$ cat src/rtl/pic_cmd_pkg.sv
package pic_cmd_pkg;
  localparam int LINES  = 8;
  localparam int LINE_W = $clog2(LINES);
  localparam int BYTE_W = 8;

  typedef enum logic [1:0] {
    STEP_RUN  = 2'd0,
    STEP_VEC  = 2'd1,
    STEP_CAS  = 2'd2,
    STEP_MODE = 2'd3
  } initStep_e;

  typedef enum logic [2:0] {
    OP_ROT_CLR = 3'd0,
    OP_EOI     = 3'd1,
    OP_NOP     = 3'd2,
    OP_SEOI    = 3'd3,
    OP_ROT_SET = 3'd4,
    OP_REOI    = 3'd5,
    OP_PRIO    = 3'd6,
    OP_RSEOI   = 3'd7
  } orderOp_e;

  typedef struct packed {
    logic initWord;
    logic vecLoad;
    logic modeLoad;
    logic maskLoad;
    logic statusCmd;
    logic orderCmd;
    logic pollRead;
    logic plainRead;
  } cmdStrobe_t;
endpackage

$ cat src/rtl/pic_cmd_ctrl.sv
module pic_cmd_ctrl
  import pic_cmd_pkg::*;
(
  input  logic       clk,
  input  logic       rst_n,
  input  logic       wrEn,
  input  logic       rdEn,
  input  logic       addrSel,
  input  logic [4:0] cmdBits,
  output cmdStrobe_t strobe,
  output logic       singleMode
);
  initStep_e step;
  logic      needMode;
  logic      pollArmed;
  logic      isInit, isStatus, isOrder, dataWr, readCycle;

  always_comb begin
    isInit    = wrEn && !addrSel && cmdBits[4];
    isStatus  = wrEn && !addrSel && !cmdBits[4] && cmdBits[3];
    isOrder   = wrEn && !addrSel && !cmdBits[4] && !cmdBits[3];
    dataWr    = wrEn && addrSel;
    readCycle = rdEn && !wrEn;

    strobe.initWord  = isInit;
    strobe.vecLoad   = dataWr && (step == STEP_VEC);
    strobe.modeLoad  = dataWr && (step == STEP_MODE);
    strobe.maskLoad  = dataWr && (step == STEP_RUN);
    strobe.statusCmd = isStatus;
    strobe.orderCmd  = isOrder;
    strobe.pollRead  = readCycle && pollArmed;
    strobe.plainRead = readCycle && !pollArmed;
  end

  // Initialisation sequencer; bit 3 of the start word is ignored.
  always_ff @(posedge clk or negedge rst_n) begin
    if (!rst_n) begin
      step       <= STEP_RUN;
      needMode   <= 1'b0;
      singleMode <= 1'b0;
    end else if (isInit) begin
      step       <= STEP_VEC;
      needMode   <= cmdBits[0];
      singleMode <= cmdBits[1];
    end else if (dataWr) begin
      case (step)
        STEP_VEC:  step <= singleMode ? (needMode ? STEP_MODE : STEP_RUN) : STEP_CAS;
        STEP_CAS:  step <= needMode ? STEP_MODE : STEP_RUN;
        STEP_MODE: step <= STEP_RUN;
        default:   step <= STEP_RUN;
      endcase
    end
  end

  always_ff @(posedge clk or negedge rst_n) begin
    if (!rst_n)                      pollArmed <= 1'b0;
    else if (isInit)                 pollArmed <= 1'b0;
    else if (isStatus && cmdBits[2]) pollArmed <= 1'b1;
    else if (strobe.pollRead)        pollArmed <= 1'b0;
  end
endmodule

$ cat src/rtl/pic_cmd_regs.sv
module pic_cmd_regs
  import pic_cmd_pkg::*;
#(
  parameter logic [BYTE_W-1:0] TRIG_MASK = 8'hF8
) (
  input  logic              clk,
  input  logic              rst_n,
  input  cmdStrobe_t        strobe,
  input  logic              addrSel,
  input  logic [BYTE_W-1:0] wrData,
  input  logic [BYTE_W-1:0] reqReg,
  input  logic [BYTE_W-1:0] isrReg,
  input  logic              pollValid,
  input  logic [LINE_W-1:0] pollLine,
  input  logic              trigWrEn,
  input  logic [BYTE_W-1:0] trigData,
  output logic [BYTE_W-1:0] trigMode,
  output logic [BYTE_W-1:0] rdData,
  output logic [BYTE_W-1:0] maskReg,
  output logic [BYTE_W-1:0] vectorBase,
  output logic              nestedMode,
  output logic              autoEoi,
  output logic              rotateAutoEoi,
  output logic              specialMask,
  output logic              clrAllPulse,
  output logic              eoiPulse,
  output logic              eoiSpecific,
  output logic              eoiRotate,
  output logic [LINE_W-1:0] eoiLine,
  output logic              prioPulse,
  output logic [LINE_W-1:0] prioLine,
  output logic              ackPulse,
  output logic [LINE_W-1:0] ackLine
);
  localparam int VEC_LSB = LINE_W;
  localparam int PAD_W   = BYTE_W - 1 - LINE_W;

  logic     readIsr;
  orderOp_e op;

  assign op = orderOp_e'(wrData[7:5]);

  always_ff @(posedge clk or negedge rst_n) begin
    if (!rst_n) begin
      maskReg       <= '0;
      vectorBase    <= '0;
      nestedMode    <= 1'b0;
      autoEoi       <= 1'b0;
      rotateAutoEoi <= 1'b0;
      specialMask   <= 1'b0;
      readIsr       <= 1'b0;
      clrAllPulse   <= 1'b0;
      eoiPulse      <= 1'b0;
      eoiSpecific   <= 1'b0;
      eoiRotate     <= 1'b0;
      eoiLine       <= '0;
      prioPulse     <= 1'b0;
      prioLine      <= '0;
    end else begin
      clrAllPulse <= 1'b0;
      eoiPulse    <= 1'b0;
      eoiSpecific <= 1'b0;
      eoiRotate   <= 1'b0;
      prioPulse   <= 1'b0;
      if (strobe.initWord) begin
        maskReg       <= '0;
        vectorBase    <= '0;
        nestedMode    <= 1'b0;
        autoEoi       <= 1'b0;
        rotateAutoEoi <= 1'b0;
        specialMask   <= 1'b0;
        readIsr       <= 1'b0;
        clrAllPulse   <= 1'b1;
      end
      if (strobe.vecLoad)
        vectorBase <= {wrData[BYTE_W-1:VEC_LSB], {VEC_LSB{1'b0}}};
      if (strobe.modeLoad) begin
        nestedMode <= wrData[4];
        autoEoi    <= wrData[1];
      end
      if (strobe.maskLoad)
        maskReg <= wrData;
      if (strobe.statusCmd) begin
        if (wrData[1]) readIsr     <= wrData[0];
        if (wrData[6]) specialMask <= wrData[5];
      end
      if (strobe.orderCmd) begin
        case (op)
          OP_ROT_CLR: rotateAutoEoi <= 1'b0;
          OP_ROT_SET: rotateAutoEoi <= 1'b1;
          OP_EOI:     eoiPulse <= 1'b1;
          OP_REOI: begin
            eoiPulse  <= 1'b1;
            eoiRotate <= 1'b1;
          end
          OP_SEOI: begin
            eoiPulse    <= 1'b1;
            eoiSpecific <= 1'b1;
            eoiLine     <= wrData[LINE_W-1:0];
          end
          OP_RSEOI: begin
            eoiPulse    <= 1'b1;
            eoiSpecific <= 1'b1;
            eoiRotate   <= 1'b1;
            eoiLine     <= wrData[LINE_W-1:0];
          end
          OP_PRIO: begin
            prioPulse <= 1'b1;
            prioLine  <= wrData[LINE_W-1:0];
          end
          default: ;
        endcase
      end
    end
  end

  // Read path: poll read doubles as acknowledge.
  always_ff @(posedge clk or negedge rst_n) begin
    if (!rst_n) begin
      rdData   <= '0;
      ackPulse <= 1'b0;
      ackLine  <= '0;
    end else begin
      ackPulse <= 1'b0;
      if (strobe.pollRead) begin
        if (pollValid) begin
          rdData   <= {1'b1, {PAD_W{1'b0}}, pollLine};
          ackPulse <= 1'b1;
          ackLine  <= pollLine;
        end else begin
          rdData <= '0;
        end
      end else if (strobe.plainRead) begin
        rdData <= addrSel ? maskReg : (readIsr ? isrReg : reqReg);
      end
    end
  end

  // Trigger-mode register: only bits enabled in TRIG_MASK get a flop.
  for (genvar b = 0; b < BYTE_W; b++) begin : g_trig
    if (TRIG_MASK[b]) begin : g_bit
      always_ff @(posedge clk or negedge rst_n) begin
        if (!rst_n)        trigMode[b] <= 1'b0;
        else if (trigWrEn) trigMode[b] <= trigData[b];
      end
    end else begin : g_tie
      logic unusedBit;
      assign unusedBit   = trigData[b];
      assign trigMode[b] = 1'b0;
    end
  end
endmodule

$ cat src/rtl/pic_cmd_if.sv
module pic_cmd_if
  import pic_cmd_pkg::*;
#(
  parameter logic [7:0] TRIG_MASK = 8'hF8
) (
  input  logic       clk,
  input  logic       rst_n,
  input  logic       wrEn,
  input  logic       rdEn,
  input  logic       addrSel,
  input  logic [7:0] wrData,
  output logic [7:0] rdData,
  input  logic [7:0] reqReg,
  input  logic [7:0] isrReg,
  input  logic       pollValid,
  input  logic [2:0] pollLine,
  input  logic       trigWrEn,
  input  logic [7:0] trigData,
  output logic [7:0] trigMode,
  output logic [7:0] maskReg,
  output logic [7:0] vectorBase,
  output logic       singleMode,
  output logic       nestedMode,
  output logic       autoEoi,
  output logic       rotateAutoEoi,
  output logic       specialMask,
  output logic       clrAllPulse,
  output logic       eoiPulse,
  output logic       eoiSpecific,
  output logic       eoiRotate,
  output logic [2:0] eoiLine,
  output logic       prioPulse,
  output logic [2:0] prioLine,
  output logic       ackPulse,
  output logic [2:0] ackLine
);
  cmdStrobe_t strobe;

  pic_cmd_ctrl ctrl_i (
    .clk        (clk),
    .rst_n      (rst_n),
    .wrEn       (wrEn),
    .rdEn       (rdEn),
    .addrSel    (addrSel),
    .cmdBits    (wrData[4:0]),
    .strobe     (strobe),
    .singleMode (singleMode)
  );

  pic_cmd_regs #(.TRIG_MASK(TRIG_MASK)) regs_i (
    .clk           (clk),
    .rst_n         (rst_n),
    .strobe        (strobe),
    .addrSel       (addrSel),
    .wrData        (wrData),
    .reqReg        (reqReg),
    .isrReg        (isrReg),
    .pollValid     (pollValid),
    .pollLine      (pollLine),
    .trigWrEn      (trigWrEn),
    .trigData      (trigData),
    .trigMode      (trigMode),
    .rdData        (rdData),
    .maskReg       (maskReg),
    .vectorBase    (vectorBase),
    .nestedMode    (nestedMode),
    .autoEoi       (autoEoi),
    .rotateAutoEoi (rotateAutoEoi),
    .specialMask   (specialMask),
    .clrAllPulse   (clrAllPulse),
    .eoiPulse      (eoiPulse),
    .eoiSpecific   (eoiSpecific),
    .eoiRotate     (eoiRotate),
    .eoiLine       (eoiLine),
    .prioPulse     (prioPulse),
    .prioLine      (prioLine),
    .ackPulse      (ackPulse),
    .ackLine       (ackLine)
  );
endmodule

$ cat config.mk
export PLATFORM = sky130hd
export DESIGN_NAME = pic_cmd_if
export DESIGN_NICKNAME = d
export VERILOG_FILES = /design/src/rtl/pic_cmd_pkg.sv /design/src/rtl/pic_cmd_ctrl.sv /design/src/rtl/pic_cmd_regs.sv /design/src/rtl/pic_cmd_if.sv
export SDC_FILE = /design/constraint.sdc
export NUM_CORES = 1
export LEC_CHECK = 0
export ABC_AREA = 1
export BUFFER_PORTS_ARGS = -buffer_cell sky130_fd_sc_hd__clkbuf_2
export CORE_UTILIZATION = 44
export DETAILED_ROUTE_END_ITERATION = 7
export GPL_ROUTABILITY_DRIVEN = 0
export GPL_TIMING_DRIVEN = 0
export PLACE_DENSITY = 0.76
export SYNTH_ARGS = -nofsm -noshare
export SYNTH_HDL_FRONTEND = slang
export SYNTH_SLANG_ARGS = --single-unit
$ cat constraint.sdc
create_clock -name clk -period 1 [get_ports clk]
set_input_delay 0.05 -clock clk [delete_from_list [all_inputs] [get_ports clk]]
set_output_delay 0.05 -clock clk [all_outputs]
set_load 0.02 [all_outputs]
==> metrics, run 1 <==
Synth area leader dfrtp_1; Worst Hold Launch wrData[5]; reg2reg start ctrl_i.step[1]$_DFFE_PN0P_; Core Footprint 5170 um^2; RSZ-0062 raised after global routing true; reg2reg path depth 5; Cells after Synth 264; buffers added on ports 83; DR WL/cell 13.1 um; Worst-path clk slew 0.09 ns; width of the chip 75.6 um; Cells on Worst Hold Path 3; number of core rows 26; Area after DPL 2910 um^2; ANT cells 0; grt ovf 0; Root Driver clkbuf_8; crit path DAT 1.36 ns; Min Hold Slack 0.0354 ns; Setup WS pre-CTS -0.184 ns; worst hold endpoint regs_i.specialMask$_DFF_PN0_; top cells by area, synth dfrtp_1 54%, nand2_1 11%, inv_1 5.7%; outcome complete, but fails checks; pin count of the biggest net entering global routing 52; placed cells 422; First DRT Iteration DRCs 116; Fmax 0.863 GHz; commonest non-fill, non-tap cell in the layout clkbuf_2; final hold vios 0; area of the multi-input gates 1100 um^2; Slew Limit Fails 0; Worst Setup Start Kind flop; failing checks setup timing; Synth Warn # 0; CTS Buf Count 5; Power Density 1730 nW/um^2; sequential share of the synthesized area 0.536; GRT Resource Usage Total 0.203; Total Wirelength 5.89 mm; leakage 1.89 nW; share of the synthesized area in the top cell type 0.536; # Max-Cap Violations 0; CTS tree yes; Final Instance Count excl. Fillers 451; R2R Setup Slk -0.16 ns; DP HPWL 3.99 mm; via count 2128; skew final 0.00426 ns; reg2reg end ctrl_i.step[0]$_DFFE_PN0P_; Final #Nets 426; number of distinct library cells after synthesis 29; setup violators final 21; post-layout min period 1.16 ns; Clock Sinks 51; commonest non-fill, non-tap cells in the layout 81 x clkbuf_2, 62 x nand2_1, 50 x dfrtp_1, 32 x inv_1, 13 x nand3_2; WS Path Type flop to flop; Mapped Area 2380 um^2; synthesized flop and latch total 51; number of global-route vias before repair 1808; Req. time, crit path 1.20 ns; H-tree depth 2; Hold Crit Class primary input to flop; Post-Layout Inst Area 3460 um^2; global-route wire length before repair 8.54 mm; Crit. End Element flop; Antenna Nets Post-Route 0; first-pass detailed-route iteration total 4; Layout area overhead 45.5%; Via density 4.72; layout cells sized above 1 0.446; die height 75.6 um; post-route setup slack -0.159 ns; die area 5710 um^2; DRC viols 0; mean area per synthesized cell 9.02 um^2; maximum vdd ir drop 0.815 mV; Initial Utilization 0.460; filler cell count 438; initial antenna violation count 0; Skew-Pair Late Insertion Delay 0.30 ns; CTS Buffer Depth 2; worst-path fanout max 3; period utilisation layout 1.16; Ports 94; Register Area 1280 um^2
## synthesized netlist by cell type (all sizes together)
cell type and n:
or2 2, o31ai 1, o21ai 21, o22ai 8, conb 1, nand3 25
nor3 4, buf 10, ha 4, nand2 79, nor2 5, clkinv 1
dfrtp 51, mux2 5, a21oi 8, inv 37, nand3b 1, o21bai 1
## flip-flops by register name (all words and copies together), names as in the netlist, 2 cells and up
name / cells
ctrl_i.step: 2
regs_i.vectorBase: 5
regs_i.eoiLine: 3
regs_i.rdData: 8
regs_i.prioLine: 3
regs_i.trigMode: 5
regs_i.maskReg: 8
regs_i.ackLine: 3
## power breakdown
group | switching, mW | internal (mW)
sequential | 0.218 | 2.36
clock | 0.658 | 0.999
combinational | 1.06 | 0.696
total | 1.94 | 4.05
## logic make-up after synthesis
group           synth area share
simple gates               0.232
flops                      0.536
mux                       0.0236
fa+ha+maj                 0.0210
buf+inv                   0.0962
other cells              0.00157
compound gates            0.0899
## routing by layer
layer	GRT usage	vias to the layer above	routed length (um)
li1	-	1067	-
met1	0.277	984	2670
met2	0.321	73	2870
met3	0.0556	4	307
met4	0.0535	0	44
met5	0	-	0
## cell type report
type                            count  share of cell area
Inverter                           38              0.0466
Tap cell                           70              0.0253
Sequential cell                    51               0.369
Multi-Input combinational cell    172               0.318
Timing Repair Buffer              102               0.179
Clock inverter                      2              0.0173
Clock buffer                        6              0.0210
Buffer                             10              0.0242
## worst max-delay path, cell delays in order, from the launching register on
cell and delay, ns:
dfrtp_1 0.42, buf_6 0.14, ha_4 0.16, o21ai_4 0.14
nand3b_1 0.13, o21bai_1 0.07
## stage by stage
| step | util | TNS [ns] | power (mW) |
|---|---|---|---|
| floorplan | - | -0.170 | 3.45 |
| global placement | 0.562 | -11.21 | 3.97 |
| detailed placement | 0.562 | -11.39 | 4.01 |
| CTS | 0.612 | -1.84 | 5.73 |
| global route | 0.670 | -3.51 | 6.32 |
| finish | 0.670 | -2.34 | 5.99 |
## what timing repair did
item,CTS,global route
endpoints found under the setup margin,27,27
buffers inserted,3,5
hold buffers,8,1
pin swaps,2,15
cloned,0,3
hold endpoints to repair,8,17
resized for setup,9,53
## worst max-delay path by stage
stage                                                 to  cells past startpoint                        from  slack [ns]
after floorplan               ctrl_i.step[0]$_DFFE_PN0P_                      5  ctrl_i.step[1]$_DFFE_PN0P_       -0.04
after global placement    regs_i.trigMode[3]$_DFFE_PN0P_                      1                       rst_n       -0.20
after detailed placement    regs_i.eoiSpecific$_DFF_PN0_                      1                       rst_n       -0.18
after CTS                  regs_i.maskReg[4]$_DFFE_PN0P_                      5  ctrl_i.step[0]$_DFFE_PN0P_       -0.13
after global routing          ctrl_i.step[0]$_DFFE_PN0P_                      5  ctrl_i.step[1]$_DFFE_PN0P_       -0.23
final                         ctrl_i.step[0]$_DFFE_PN0P_                      5  ctrl_i.step[1]$_DFFE_PN0P_       -0.16
Note: power is estimated with default switching activity, not from simulation.
==> run 2, diff against run 1 <==
clock period = 1.04 ns   (was 1 ns; I/O delays follow)
==> run 2 against run 1 <==
The run still ends with setup timing left. Critical path depth stayed put. First-iteration DRC count shrank 22%. Cell count shrank 1.1%. Sequential power fell by 5%. Combinational power shrank 9%. Die area stayed put. Flip-flop and latch count did not move. Maximum frequency fell by 2.0%. Critical path type unchanged. Sequential share of layout area is 1.5 points higher. Critical endpoint unchanged. Count of clock-buffer cells in the layout shrank 1.
==> metrics, run 2 (synthesis results as in run 1) <==
final hold vios 0 (unchanged); Total Wirelength 5.66 mm (-3.9%); leakage 1.81 nW (-4.3%); number of core rows 26 (unchanged); placed cells 422 (unchanged); Core Footprint 5170 um^2 (unchanged); crit path DAT 1.41 ns (+0.05 ns); reg2reg path depth 5 (unchanged); Worst-path clk slew 0.09 ns (about the same); commonest non-fill, non-tap cells in the layout 82 x clkbuf_2, 55 x nand2_1, 49 x dfrtp_1, 31 x inv_1, 21 x nand2_2; Worst path max stage delay 0.45 ns (+0.03 ns); Cells on Worst Hold Path 3 (unchanged); DR WL/cell 12.7 um (-2.8%); Top Registers regs_i.maskReg: 8 flops, regs_i.rdData: 8 flops; Skew-Pair Late Insertion Delay 0.30 ns (about the same); Ports 94 (unchanged); GRT Resource Usage Total 0.196 (-0.00652); slowest CP cell dfrtp_2; width of the chip 75.6 um (unchanged); First DRT Iteration DRCs 91 (-22%); DP HPWL 3.94 mm (-1.3%); post-route setup slack -0.142 ns (+0.0168 ns); CTS tree yes; die area 5710 um^2 (unchanged); post-layout min period 1.18 ns (+0.0232 ns); via count 2125 (-0.14%); failing checks setup timing; Worst Hold Launch pollValid; maximum vdd ir drop 0.659 mV (-19%); CTS Buf Count 5 (unchanged); Final Instance Count excl. Fillers 446 (-1.1%); Clk pwr share 0.217 (-0.060); layout cells sized above 1 0.463 (+0.0166); pin count of the biggest net entering global routing 52 (unchanged); CTS Buffer Depth 2 (unchanged); reg2reg end ctrl_i.step[0]$_DFFE_PN0P_; Power Density 1550 nW/um^2 (-10%); period utilisation layout 1.14 (-0.0222); setup violators final 17 (-19%); ANT cells 0 (unchanged); reg2reg start ctrl_i.step[0]$_DFFE_PN0P_; number of global-route vias before repair 1830 (+1.2%); Root Driver clkbuf_8; DRC viols 0 (unchanged); Via density 4.76 (+0.98%); Final #Nets 421 (-1.2%); outcome complete, but fails checks; Hold Crit Class primary input to flop; grt ovf 0 (unchanged); TNS Setup -0.938 ns (+1.41 ns); Sw Share 0.354 (+0.0305); Crit. End Element flop; skew final 0.00731 ns (+0.00304 ns); R2R Setup Slk -0.14 ns (+0.02 ns); RSZ-0062 raised after global routing true; Slew Limit Fails 0 (unchanged); Min Hold Slack 0.0203 ns (-0.0151 ns); part of the power in registers 0.474 (+0.044); WS Path Type flop to flop; Req. time, crit path 1.26 ns (+0.06 ns); die height 75.6 um (unchanged); Layout area overhead 39.9%; P_int 3.34 mW (-18%); # Max-Cap Violations 0 (unchanged); Fmax 0.846 GHz (-2.0%); Clock Sinks 51 (unchanged); Worst Setup Start Kind flop; Initial Utilization 0.460 (unchanged); CP cell instances inv_2 -> ha_2 -> o21ai_2 -> nand3b_1 -> o21bai_1; first-pass detailed-route iteration total 4 (unchanged); initial antenna violation count 0 (unchanged); worst hold endpoint regs_i.ackPulse$_DFF_PN0_; worst-path fanout max 3 (unchanged); Sw Pwr 1.83 mW (-5.5%); commonest non-fill, non-tap cell in the layout clkbuf_2; H-tree depth 2 (unchanged); total power 5.17 mW (-14%); combinational share of power 0.309 (+0.016); global-route wire length before repair 8.38 mm (-1.9%); Antenna Nets Post-Route 0 (unchanged); buffers added on ports 83 (unchanged)
-- run 2: cell types whose count changed in the layout (fill, tap and decap cells not counted), sizes merged --
cell	previous run	this run
clkinvlp	0	2
bufinv	2	0
dlygate4sd3	9	8
buf	22	18
nand2	81	80
clkinv	1	2
-- run 2: how the worst max path moves through the flow --
stage | endpoint | start | depth (start not counted) | slack (ns)
2_1_floorplan | ctrl_i.step[0]$_DFFE_PN0P_ | ctrl_i.step[1]$_DFFE_PN0P_ | 5 | -0.002
3_3_place_gp | regs_i.trigMode[7]$_DFFE_PN0P_ | rst_n | 1 | -0.14
3_5_place_dp | regs_i.trigMode[3]$_DFFE_PN0P_ | rst_n | 1 | -0.16
4_1_cts | ctrl_i.step[1]$_DFFE_PN0P_ | ctrl_i.step[0]$_DFFE_PN0P_ | 6 | -0.11
5_1_grt | ctrl_i.step[0]$_DFFE_PN0P_ | ctrl_i.step[0]$_DFFE_PN0P_ | 5 | -0.19
6_report | ctrl_i.step[0]$_DFFE_PN0P_ | ctrl_i.step[0]$_DFFE_PN0P_ | 5 | -0.14
-- run 2: area by class of cell --
type                       instances  area [um^2]
fill                             447         1840
clock buffer                       5         68.8
tap                               70         87.6
timing repair buffer              98          561
buffer                            10         83.8
inverter                          38          159
sequential                        51         1280
clock inverter                     3         20.0
multi-input combinational        171         1070
-- run 2: critical path: cells and delay by family (launching register included) --
kind / cells / cell delay (ns)
buffers and inverters: 1 / 0.10
adders and majority gates: 1 / 0.19
AOI/OAI and AO/OA: 2 / 0.19
DFF: 1 / 0.45
and+or+nand+nor: 1 / 0.17
-- run 2: power groups by stage --
stage,Combinational [mW],Clock [mW],Sequential [mW]
4_1_cts,1.43,1.16,2.44
3_5_place_dp,1.38,0,2.48
3_3_place_gp,1.34,0,2.47
2_1_floorplan,0.535,0,2.78
5_1_grt,1.75,1.23,2.49
6_report,1.60,1.12,2.45
-- run 2: through the flow --
stage	setup slack (ns)	instance area [um^2]	utilization
after floorplan	-0.00199	2400	-
after global placement	-0.138	2910	0.562
after detailed placement	-0.156	2910	0.562
after CTS	-0.109	3090	0.597
after global routing	-0.191	3330	0.644
final	-0.142	3330	0.644
-- run 2: per-layer routing --
layer  part of all wire  track usage
met1               0.45        0.269
met2               0.49        0.313
met3              0.051       0.0397
met4              0.013       0.0658
met5                  0            0
-- run 2: what timing repair did --
| item | in CTS | in global routing |
|---|---|---|
| pin swaps | 1 | 12 |
| cloned | 0 | 1 |
| buffers inserted | 2 | 4 |
| gates resized for setup | 5 | 51 |
| setup endpoints to repair | 23 | 26 |
| hold buffers | 7 | 1 |
| hold endpoints to repair | 7 | 14 |
